**src/rtl/gpt_pkg.sv**
```systemverilog
package gpt_pkg;

    typedef enum logic [1:0] {
        ST_IDLE = 2'd0,
        ST_UP   = 2'd1,
        ST_RISE = 2'd2,
        ST_FALL = 2'd3
    } tmr_state_e;

endpackage

```
**src/rtl/gpt_prescaler.sv**
```systemverilog
module gpt_prescaler #(
    parameter int SEL_W = 3
) (
    input  logic             clk,
    input  logic             rst_n,
    input  logic             run,
    input  logic [SEL_W-1:0] sel,
    output logic             tick
);
    localparam int DIV_W = (1 << SEL_W) - 1;

    logic [DIV_W-1:0] div_q;
    logic [DIV_W-1:0] mask;

    // mask has sel low bits set; a full shift wraps to all ones
    always_comb begin
        mask = (DIV_W'(1) << sel) - DIV_W'(1);
        tick = run && ((div_q & mask) == mask);
    end

    always_ff @(posedge clk or negedge rst_n) begin
        if (!rst_n) begin
            div_q <= '0;
        end else if (run) begin
            div_q <= div_q + DIV_W'(1);
        end else begin
            div_q <= '0;
        end
    end


    div_clear_chk: assert property (@(posedge clk) disable iff (!rst_n)
        !run |=> (div_q == '0));

endmodule

```
**src/rtl/gpt_shadow.sv**
```systemverilog
module gpt_shadow #(
    parameter int CNT_W = 16
) (
    input  logic             clk,
    input  logic             rst_n,
    input  logic             at_zero,
    input  logic [CNT_W-1:0] per_in,
    input  logic [CNT_W-1:0] cmp_in,
    output logic [CNT_W-1:0] per_eff,
    output logic [CNT_W-1:0] cmp_eff,
    output logic [CNT_W-1:0] per_hold
);
    logic [CNT_W-1:0] cmp_hold;

    always_ff @(posedge clk or negedge rst_n) begin
        if (!rst_n) begin
            per_hold <= '1;
            cmp_hold <= '1;
        end else if (at_zero) begin
            per_hold <= per_in;
            cmp_hold <= cmp_in;
        end
    end

    always_comb begin
        per_eff = at_zero ? per_in : per_hold;
        cmp_eff = at_zero ? cmp_in : cmp_hold;
    end

endmodule

```
**src/rtl/gpt_count_fsm.sv**
```systemverilog
module gpt_count_fsm
    import gpt_pkg::*;
#(
    parameter int CNT_W = 16
) (
    input  logic             clk,
    input  logic             rst_n,
    input  logic             enable,
    input  logic             mode_in,
    input  logic             tick,
    input  logic [CNT_W-1:0] per_eff,
    output logic [CNT_W-1:0] count_q,
    output logic [CNT_W-1:0] cnt_nxt,
    output logic             step_dn,
    output logic             run,
    output logic             updn
);
    tmr_state_e       state_q;
    tmr_state_e       state_nxt;

    // state and count register
    always_ff @(posedge clk or negedge rst_n) begin
        if (!rst_n) begin
            state_q <= ST_IDLE;
            count_q <= '0;
        end else begin
            state_q <= state_nxt;
            count_q <= cnt_nxt;
        end
    end

    // next state and next count
    always_comb begin
        state_nxt = state_q;
        cnt_nxt   = count_q;
        step_dn   = 1'b0;
        unique case (state_q)
            ST_IDLE: begin
                if (enable) begin
                    state_nxt = mode_in ? ST_RISE : ST_UP;
                end
            end
            ST_UP: begin
                if (tick) begin
                    cnt_nxt = (count_q >= per_eff) ? '0 : count_q + CNT_W'(1);
                end
            end
            ST_RISE: begin
                if (tick) begin
                    if (count_q >= per_eff) begin
                        if (per_eff != '0) begin
                            cnt_nxt   = count_q - CNT_W'(1);
                            step_dn   = 1'b1;
                            state_nxt = (count_q == CNT_W'(1)) ? ST_RISE : ST_FALL;
                        end
                    end else begin
                        cnt_nxt = count_q + CNT_W'(1);
                    end
                end
            end
            ST_FALL: begin
                if (tick) begin
                    cnt_nxt = count_q - CNT_W'(1);
                    step_dn = 1'b1;
                    if (count_q == CNT_W'(1)) begin
                        state_nxt = ST_RISE;
                    end
                end
            end
            default: state_nxt = ST_IDLE;
        endcase
        if (!enable) begin
            state_nxt = ST_IDLE;
            cnt_nxt   = '0;
            step_dn   = 1'b0;
        end
    end

    // status outputs
    always_comb begin
        run  = enable && (state_q != ST_IDLE);
        updn = (state_q == ST_RISE) || (state_q == ST_FALL);
    end


    hold_between_ticks_chk: assert property (@(posedge clk) disable iff (!rst_n)
        (state_q != ST_IDLE && enable && !tick) |=> $stable(count_q));


    up_bound_chk: assert property (@(posedge clk) disable iff (!rst_n)
        (state_q == ST_UP && count_q != '0) |-> (count_q <= per_eff));


    fall_nonzero_chk: assert property (@(posedge clk) disable iff (!rst_n)
        (state_q == ST_FALL) |-> (count_q != '0));


    disable_idle_chk: assert property (@(posedge clk) disable iff (!rst_n)
        !enable |=> (count_q == '0 && state_q == ST_IDLE));

endmodule

```
**src/rtl/gpt_wave_out.sv**
```systemverilog
module gpt_wave_out #(
    parameter int CNT_W = 16
) (
    input  logic             clk,
    input  logic             rst_n,
    input  logic             enable,
    input  logic             run,
    input  logic             tick,
    input  logic             updn,
    input  logic             step_dn,
    input  logic [CNT_W-1:0] cnt_nxt,
    input  logic [CNT_W-1:0] count_q,
    input  logic [CNT_W-1:0] per_eff,
    input  logic [CNT_W-1:0] cmp_eff,
    input  logic [CNT_W-1:0] per_hold,
    output logic             cmp_out,
    output logic             period_evt
);
    logic above_up;
    logic above_dn;
    logic out_nxt;

    always_comb begin
        above_up = (cnt_nxt != '0) && (cnt_nxt >= cmp_eff);
        above_dn = (cnt_nxt != '0) && (cnt_nxt > cmp_eff);
        out_nxt  = (updn && step_dn) ? above_dn : above_up;
    end

    always_ff @(posedge clk or negedge rst_n) begin
        if (!rst_n) begin
            cmp_out    <= 1'b0;
            period_evt <= 1'b0;
        end else if (!run) begin
            cmp_out    <= 1'b0;
            period_evt <= 1'b0;
        end else if (tick) begin
            cmp_out    <= out_nxt;
            period_evt <= (cnt_nxt == per_eff);
        end else begin
            period_evt <= 1'b0;
        end
    end


    disable_low_chk: assert property (@(posedge clk) disable iff (!rst_n)
        !enable |=> (!cmp_out && !period_evt));


    evt_at_period_chk: assert property (@(posedge clk) disable iff (!rst_n)
        (period_evt && count_q != '0) |-> (count_q == per_hold));


    rise_nonzero_chk: assert property (@(posedge clk) disable iff (!rst_n)
        $rose(cmp_out) |-> (count_q != '0));

endmodule

```
**src/rtl/gp_timer_cmp.sv**
```systemverilog
module gp_timer_cmp #(
    parameter int CNT_W = 16,
    parameter int SEL_W = 3
) (
    input  logic             clk,
    input  logic             rst_n,
    input  logic             enable,
    input  logic [SEL_W-1:0] prescale_sel,
    input  logic [CNT_W-1:0] period_in,
    input  logic [CNT_W-1:0] compare_in,
    input  logic             updown_mode,
    output logic [CNT_W-1:0] count_out,
    output logic             cmp_out,
    output logic             period_evt
);
    logic             tick;
    logic             run;
    logic             updn;
    logic             step_dn;
    logic [CNT_W-1:0] count_q;
    logic [CNT_W-1:0] cnt_nxt;
    logic [CNT_W-1:0] per_eff;
    logic [CNT_W-1:0] cmp_eff;
    logic [CNT_W-1:0] per_hold;

    gpt_prescaler #(.SEL_W(SEL_W)) presc_i (
        .clk   (clk),
        .rst_n (rst_n),
        .run   (run),
        .sel   (prescale_sel),
        .tick  (tick)
    );

    gpt_shadow #(.CNT_W(CNT_W)) shadow_i (
        .clk      (clk),
        .rst_n    (rst_n),
        .at_zero  (count_q == '0),
        .per_in   (period_in),
        .cmp_in   (compare_in),
        .per_eff  (per_eff),
        .cmp_eff  (cmp_eff),
        .per_hold (per_hold)
    );

    gpt_count_fsm #(.CNT_W(CNT_W)) fsm_i (
        .clk     (clk),
        .rst_n   (rst_n),
        .enable  (enable),
        .mode_in (updown_mode),
        .tick    (tick),
        .per_eff (per_eff),
        .count_q (count_q),
        .cnt_nxt (cnt_nxt),
        .step_dn (step_dn),
        .run     (run),
        .updn    (updn)
    );

    gpt_wave_out #(.CNT_W(CNT_W)) wave_i (
        .clk        (clk),
        .rst_n      (rst_n),
        .enable     (enable),
        .run        (run),
        .tick       (tick),
        .updn       (updn),
        .step_dn    (step_dn),
        .cnt_nxt    (cnt_nxt),
        .count_q    (count_q),
        .per_eff    (per_eff),
        .cmp_eff    (cmp_eff),
        .per_hold   (per_hold),
        .cmp_out    (cmp_out),
        .period_evt (period_evt)
    );

    assign count_out = count_q;

endmodule

```
**config.mk**
```make
export PLATFORM = sky130hd
export DESIGN_NAME = gp_timer_cmp
export DESIGN_NICKNAME = d
export VERILOG_FILES = /design/src/rtl/gpt_pkg.sv /design/src/rtl/gpt_prescaler.sv /design/src/rtl/gpt_shadow.sv /design/src/rtl/gpt_count_fsm.sv /design/src/rtl/gpt_wave_out.sv /design/src/rtl/gp_timer_cmp.sv
export SDC_FILE = /design/constraint.sdc
export NUM_CORES = 1
export LEC_CHECK = 0
export BUFFER_PORTS_ARGS = -buffer_cell sky130_fd_sc_hd__buf_4
export CAP_MARGIN = 10
export CORE_ASPECT_RATIO = 0.75
export CORE_MARGIN = 10
export CORE_UTILIZATION = 49
export DETAILED_ROUTE_END_ITERATION = 12
export GPL_ROUTABILITY_DRIVEN = 0
export PLACE_DENSITY = 0.73
export SKIP_LAST_GASP = 1
export SLEW_MARGIN = 20
export SYNTH_ARGS = -nofsm -noshare
export SYNTH_HDL_FRONTEND = slang
export SYNTH_SLANG_ARGS = --single-unit
```
**constraint.sdc**
```tcl
create_clock -name clk -period 8.1 [get_ports clk]
set_input_delay 0.405 -clock clk [delete_from_list [all_inputs] [get_ports clk]]
set_output_delay 0.405 -clock clk [all_outputs]
set_load 0.03 [all_outputs]
```
# Yosys cells after proc, flatten, opt, wreduce, memory -nomap -nowiden
# Cells that the tools add are included.
dict set report totals {
  input_bits 39
  reg_bits 59
  wordCells 72
}
dict set report classes {
  n_mux 31
  shift 1
  n_lt_le_gt_ge 3
  n_bitwise 1
  n_eq_ne 13
  n_addsub 4
  n_reduce_logical 12
}
# operator count
set ops {}
lappend ops {{two-way mux 16 bit} 9}
lappend ops {{one-hot mux 16 bit (3 select lines)} 1}
lappend ops {{greater-or-equal comparator 16 bit} 2}
lappend ops {{nonzero test 16 bit} 2}
lappend ops {{adder 16 x 1 -> 16 bit (second input constant)} 1}
lappend ops {{== test 16 x 1 -> 1 bit (second input constant)} 1}
lappend ops {{== test 16 bit} 1}
lappend ops {{> comparator 16 bit} 1}
lappend ops {{logical NOT 16 bit} 1}
lappend ops {{subtractor 16 x 1 -> 16 bit (second input constant)} 1}
lappend ops {{!= test 3 x 2 -> 1 bit (second input constant)} 5}
lappend ops {{two-way mux 2 bit} 7}
lappend ops {{two-way mux 1 bit} 11}
lappend ops {{adder 7 x 1 -> 7 bit (second input constant)} 1}
lappend ops {{AND 7 bit} 1}
lappend ops {{== test 7 bit} 1}
lappend ops {{two-way mux 7 bit} 1}
lappend ops {{<< shifter 1 x 3 -> 7 bit (first input constant)} 1}
lappend ops {{subtractor 7 x 2 -> 7 bit (second input constant)} 1}
lappend ops {{one-hot mux 2 bit (3 select lines)} 1}
lappend ops {{AND reduction 6 bit} 1}
lappend ops {{logical AND 1 bit} 5}
lappend ops {{== test 2 bit (second input constant)} 2}
lappend ops {{!= test 4 x 1 -> 1 bit (second input constant)} 1}
lappend ops {{other kinds (6)} 6}

# Depth between registers and ports, before layout
dict set report logic_depth {
  word_depth 13
  depth_mapped 34
  mapped_depth_nobuf 29
}

# By module
# A second synthesis with hierarchy kept.
dict set report hier_totals {
  cells_unflattened 548
  hier_area_um2 4977.3
}
# mod seq_area_each_um2 cells_each n_inst area_per_inst_um2
set by_module_without_submodules {}
lappend by_module_without_submodules {gpt_count_fsm 450.4 347 1 2499.9}
lappend by_module_without_submodules {gpt_shadow 840.8 68 1 1385.1}
lappend by_module_without_submodules {gpt_wave_out 50.0 91 1 698.2}
lappend by_module_without_submodules {gpt_prescaler 175.2 37 1 360.3}
lappend by_module_without_submodules {gp_timer_cmp 0.0 5 1 33.8}

# Least setup slack after synthesis
# No wires, ideal clock.
dict set report synth_path {
  path_type {reg2reg}
  startpoint {register fsm_i.count_q[1]}
  endpoint {register wave_i.cmp_out}
  path_buffers 6
  stages_incl_launch_ff 35
  synth_period_minus_slack_ns 7.479
  t_arrival_ns 7.327
  setup_slack_ns 0.621
  path_cell_list {dfrtp_1 -> clkbuf_1 -> inv_1 -> ha_1 -> or3b_2 -> clkbuf_1 -> nor4_4 -> clkbuf_1 -> buf_1 -> mux2i_1 -> ha_1 -> and2_0 -> a221o_1 -> a221oi_1 -> o21a_1 -> clkbuf_1 -> clkbuf_1 -> mux2i_1 -> a211oi_1 -> nor2_1 -> nor3_1 -> o21ai_0 -> inv_1 -> ha_1 -> a21oi_1 -> nor2b_1 -> o21ai_0 -> nand2b_1 -> a21oi_1 -> nor2b_1 -> o21ai_0 -> nand2b_1 -> a221o_1 -> a41oi_1 -> a41oi_1}
}
dict set report synth_between {
  elab_chain_cells 13
  elab_cells_between_ends 29
  classes_between {2 x add/sub; 3 x order compare; 18 x mux; 6 x reduce/logical}
}
# item line_no
set synth_rtl {}
lappend synth_rtl {{from (decl)} gpt_count_fsm.sv:12} ;# output logic [CNT_W-1:0] count_q,
lappend synth_rtl {{from (signal assigned)} gpt_count_fsm.sv:28} ;# count_q <= cnt_nxt;
lappend synth_rtl {{branches (longest 6 deep; another with greater-or-equal comparator 16 bit)} -}
lappend synth_rtl {{one-hot mux 16 bit (3 select lines) (*)} gpt_count_fsm.sv:37} ;# unique case (state_q)
lappend synth_rtl {{two-way mux 16 bit (*)} gpt_count_fsm.sv:72} ;# if (!enable) begin
lappend synth_rtl {{via cnt_nxt[8]} gp_timer_cmp.sv:21} ;# logic [CNT_W-1:0] cnt_nxt;
lappend synth_rtl {{greater-or-equal comparator 16 bit, or another cell as far along} gpt_wave_out.sv:24} ;# above_up = (cnt_nxt != '0) && (cnt_nxt >= cmp_eff);
lappend synth_rtl {{logical AND 1 bit (on tied branches)} {gpt_wave_out.sv:24, gpt_wave_out.sv:25}}
lappend synth_rtl {{two-way mux 1 bit (*)} gpt_wave_out.sv:26} ;# out_nxt = (updn && step_dn) ? above_dn : above_up;
lappend synth_rtl {{two-way mux 1 bit (*)} gpt_wave_out.sv:36} ;# end else if (tick) begin
lappend synth_rtl {{two-way mux 1 bit (*)} gpt_wave_out.sv:33} ;# end else if (!run) begin
lappend synth_rtl {{to (signal assigned)} gpt_wave_out.sv:37} ;# cmp_out <= out_nxt;
lappend synth_rtl {{to (decl)} gpt_wave_out.sv:16} ;# output logic cmp_out,
# Mark *: on every way through the listed nets, which the timed path passes. The select of a mux whose other input is x is not followed.
# A chain may end at the register's enable or synchronous reset.

# Final worst setup path
# Same ends and word-level chain as after synthesis.

==> results.env <==
INITIAL_CORE_UTIL_PCT=50.16
MULTI_INPUT_COMB_AREA_UM2=3289
AVGSYNTHCELLAREA_UM2=8.373
GRT_UTIL_ALL_LAYERS_PCT=22.59
VIAS=5186
SEQ_POWER_SHARE_PCT=34.2
POST_ROUTE_CELLS_DRIVE_ABOVE_1_SHARE_PCT=20.88
WL_PER_CELL_UM=22.19
LAYOUT-AREA-OVERHEAD-VS-SYNTH_PCT=16.62
CRITPATHMAXFANOUT=15
SYNTH_TOP_FLOP_CELL='sky130_fd_sc_hd__dfstp_2'
CHIPHEIGHT_UM=108.7
GRT_MAX_DEGREE=60
POSTCTSRESIZEDCELLS=0
FINAL.SETUP.WORST_SLACK_PS=959.8
VIA_COUNT_OF_THE_FIRST_GLOBAL_ROUTING_PASS=5223
YOSYS-TOP-CELLS-AREA='sky130_fd_sc_hd__dfstp_2 (16%), sky130_fd_sc_hd__dfrtp_1 (13%), sky130_fd_sc_hd__ha_1 (9.0%), sky130_fd_sc_hd__mux2i_1 (6.6%), sky130_fd_sc_hd__nor2_1 (3.9%)'
POST_SYNTH_NUM_CELL_TYPES=70
ASYNC_RESET_FF_SHARE_PCT=100.0
CTS_BUFFER_DEPTH=2
MIN_PATH_TYPE='input port to asynchronous set/reset pin'
RSZ0062_AT_GRT='false'
SHARE_CLK_OF_TOTAL_POWER_PCT=27.6
CRIT_PATH_START_KIND='register'
SETUP-VIOLATIONS-FINAL=0
MAX_SLEW.WORST_PIN.SLEW_PS=1234
P_SWITCHING_mW=0.5090
CRIT_ARRIVAL_PS=7300
POST-CTS-SETUP-BUFFERS=0
SYNTH-SEQ-CELLS=59
DIE_W_UM=138.3
GRT-OVFL-TOTAL=0
DETAILEDPLACE.WORSTSLACK_PS=605.4
YOSYS.AREA.TOP_TYPE_SHARE_PCT=16.35
MOST_COMMON_CELL_AFTER_LAYOUT_FILL_AND_TAPS_ASIDE='sky130_fd_sc_hd__buf_4'
TIMING.FINAL.CRIT_PERIOD_PS=7140
ANTENNA_CELLS_INSERTED=0
NUMPORTBUFFERS=56
SYNTH_EDF_COUNT=0
I_O_PIN_COUNT=57
CTSHTREEMAXLEVEL=3
MOST_FREQUENT_CELLS_IN_THE_LAYOUT='sky130_fd_sc_hd__buf_4 (74), sky130_fd_sc_hd__nor2_1 (53), sky130_fd_sc_hd__inv_1 (43), sky130_fd_sc_hd__nand2_1 (38), sky130_fd_sc_hd__ha_1 (37)'
FINAL-HOLD-VIOLATION-COUNT=0
P_INT_mW=0.8858
DRT-INITIAL-DRC-COUNT=613
FINALCLOCKSKEW_PS=8.630
CLOCK_TREE_FROM_TRITONCTS='built'
MAX-VDD-IR-DROP_mV=0.1586
CLOCK_BUFFERS_CREATED_BY_TRITONCTS=9
SLEW_HEADROOM_PCT=15.64
POSTROUTEWIRELENGTH_UM=17690
TIMING_WORST_SETUP_PATH_TYPE='register to register'
GRT_PASS1_WL_UM=27790
NUM-NETS-FINAL=732
ANTENNA_LEFT=0
CELLPOWERDENSITY_nW_PER_UM2=232.6
TIMING.MAX_CAP.VIOLATIONS=0
REMAINING_DRC_ERRORS=0
NUMBER_OF_CELLS_ON_THE_WORST_REG_TO_REG_PATH=26
SW_FRAC_OF_TOTAL_PCT=36.49
YOSYSSEQAREASHARE_PCT=29.50
POST_DRT_VIA_CELL_RATIO=6.507
CTSHOLDBUFFERS=0
CTS_SINK_CNT=59
FIRSTDRTPASSITERS=6
MAXSLEWVIOLCOUNT=0
NUM_ROWS=32
CRIT_REQUIRED_PS=8260
FILLCELLCOUNT=924
COMB_POWER_SHARE_PCT=38.1
SYNTH.NET_COUNT=690
DIE_AREA_UM2=15030
FIN_TNS_SETUP_PS=0
DETAILEDPLACEMENTHPWL_UM=12740
OUTCOME='complete, no violations'
PLACEABLECOREAREA_UM2=10250
SETUP.WORST_PATH.END_CLASS='register'
LAYOUT_WORST_PATH_CYCLE_SHARE_PCT=88.15
ANTENNA_FOUND_INITIAL=0
INSERTION_DELAY_PS=340
POST_SYNTH_INSTANCE_AREA_UM2=5141
MAX_FREQUENCY_MHz=140.1
TOTAL_LEAKAGE_POWER_nW=2.695
CTS-ROOT-BUF='sky130_fd_sc_hd__clkbuf_16'
SYN-INSTANCE-COUNT=614
YOSYS.AREA.TOP_TYPE='sky130_fd_sc_hd__dfstp_2'
REGISTER_AREA_UM2=1516
CLKTRANSATPATHREGS_PS=60
YS_WARN_COUNT=0
==> cells by family (layout without fill, tap and decap cells) <==
group	Yosys count	after routing	share of synthesized area (%)
multiplexers	38	38	7.496
adder cells (fa/ha/maj)	37	37	9.005
XOR/XNOR	34	34	5.792
flip-flops	59	59	29.50
AND/OR/NAND/NOR	217	217	22.32
buffers and inverters	88	135	6.522
AO/OA/AOI/OAI	141	141	19.37
==> synth_stat cells, types with 6 or more instances <==
master	n
sky130_fd_sc_hd__xor2_1	12
sky130_fd_sc_hd__clkbuf_1	35
sky130_fd_sc_hd__ha_1	37
sky130_fd_sc_hd__nor2b_1	12
sky130_fd_sc_hd__a31oi_1	6
sky130_fd_sc_hd__a311oi_1	6
sky130_fd_sc_hd__or4_1	7
sky130_fd_sc_hd__nor3_1	7
sky130_fd_sc_hd__nand3_1	21
sky130_fd_sc_hd__a21oi_1	24
sky130_fd_sc_hd__mux2i_1	34
sky130_fd_sc_hd__nand4_1	16
sky130_fd_sc_hd__dfrtp_1	27
sky130_fd_sc_hd__nand2_1	38
sky130_fd_sc_hd__and3_1	10
sky130_fd_sc_hd__inv_1	43
sky130_fd_sc_hd__nor2_1	53
sky130_fd_sc_hd__nor4_1	17
sky130_fd_sc_hd__or3_1	8
sky130_fd_sc_hd__o21ai_0	30
sky130_fd_sc_hd__o21a_1	7
sky130_fd_sc_hd__xnor2_1	22
sky130_fd_sc_hd__dfstp_2	32
==> state kept, by name, indices dropped and copies added (netlist names) <==
signal             flops
fsm_i.count_q         16
wave_i.cmp_out         1
fsm_i.state_q          2
wave_i.period_evt      1
shadow_i.cmp_hold     16
shadow_i.per_hold     16
presc_i.div_q          7
==> metrics by stage <==
| step | instances | power (mW) | utilization, % | hold WS (ps) | cell area [um2] |
|---|---|---|---|---|---|
| 2_1_floorplan | 614 | 0.8258 | - | 109.4 | 5141 |
| 3_3_place_gp | 777 | 0.9625 | 55.32 | 505.1 | 5670 |
| 3_5_place_dp | 777 | 0.9852 | 55.32 | 511.8 | 5670 |
| 4_1_cts | 793 | 1.377 | 58.20 | 170.7 | 5966 |
| 5_1_grt | 797 | 1.472 | 58.50 | 206.7 | 5996 |
| 6_report | 797 | 1.395 | 58.50 | 143.0 | 5996 |
==> final timing paths <==
kind                       slack, ps                    end             start
max                              960         wave_i.cmp_out  fsm_i.count_q[1]
min                              140      fsm_i.count_q[15]             rst_n
min in group clk                 310  shadow_i.cmp_hold[12]    compare_in[12]
max reg2reg                      960         wave_i.cmp_out  fsm_i.count_q[1]
max in group asynchronous       7440       presc_i.div_q[6]             rst_n
min reg2reg                      520       presc_i.div_q[0]  presc_i.div_q[0]
==> power by group through the flow <==
stage               combinational (mW)  sequential, mW  clock, mW
floorplan                        0.363           0.462          0
global placement                 0.487           0.475          0
detailed placement               0.507           0.479          0
CTS                              0.511           0.475      0.391
global route                     0.583           0.487      0.402
finish                           0.532           0.477      0.385
==> critical path: stages, from the launching register on <==
cell                       delay (ps)
sky130_fd_sc_hd__dfrtp_1          510
sky130_fd_sc_hd__inv_1            140
sky130_fd_sc_hd__ha_1             240
sky130_fd_sc_hd__or3b_2           570
sky130_fd_sc_hd__nor4_4           170
sky130_fd_sc_hd__buf_4            180
sky130_fd_sc_hd__buf_4            170
sky130_fd_sc_hd__mux2i_1          260
sky130_fd_sc_hd__ha_1             300
sky130_fd_sc_hd__and2_0           200
sky130_fd_sc_hd__a221o_1          310
sky130_fd_sc_hd__a221oi_1         340
sky130_fd_sc_hd__o21a_1           570
sky130_fd_sc_hd__nand2_1          240
sky130_fd_sc_hd__o41a_1           390
sky130_fd_sc_hd__o21ai_0          410
sky130_fd_sc_hd__ha_1             340
sky130_fd_sc_hd__o21a_1           120
sky130_fd_sc_hd__o21a_1           170
sky130_fd_sc_hd__o21a_1           170
sky130_fd_sc_hd__o21a_1           170
sky130_fd_sc_hd__o21a_1           190
sky130_fd_sc_hd__o21ai_0          140
sky130_fd_sc_hd__nand2_1           80
sky130_fd_sc_hd__a221o_1          310
sky130_fd_sc_hd__a41oi_1          220
sky130_fd_sc_hd__a41oi_1           70
==> layout make-up <==
cell class                 count  share of cell area (%)
inverter                      45                   2.817
timing repair buffer          74                   9.265
sequential                    59                   25.29
clock inverter                 5                  0.8765
multi-input combinational    467                   54.86
tap                          136                   2.838
clock buffer                  11                   4.048
==> layer usage <==
layer / up-vias / track usage [%] / part of all wire, %
met2: 332 / 34.21 / 43
li1: 2332 / - / -
met5: - / 0 / 0
met4: 0 / 8.784 / 3.0
met1: 2469 / 29.16 / 41
met3: 53 / 7.819 / 13
No activity file was read; power rests on OpenSTA's default activity.
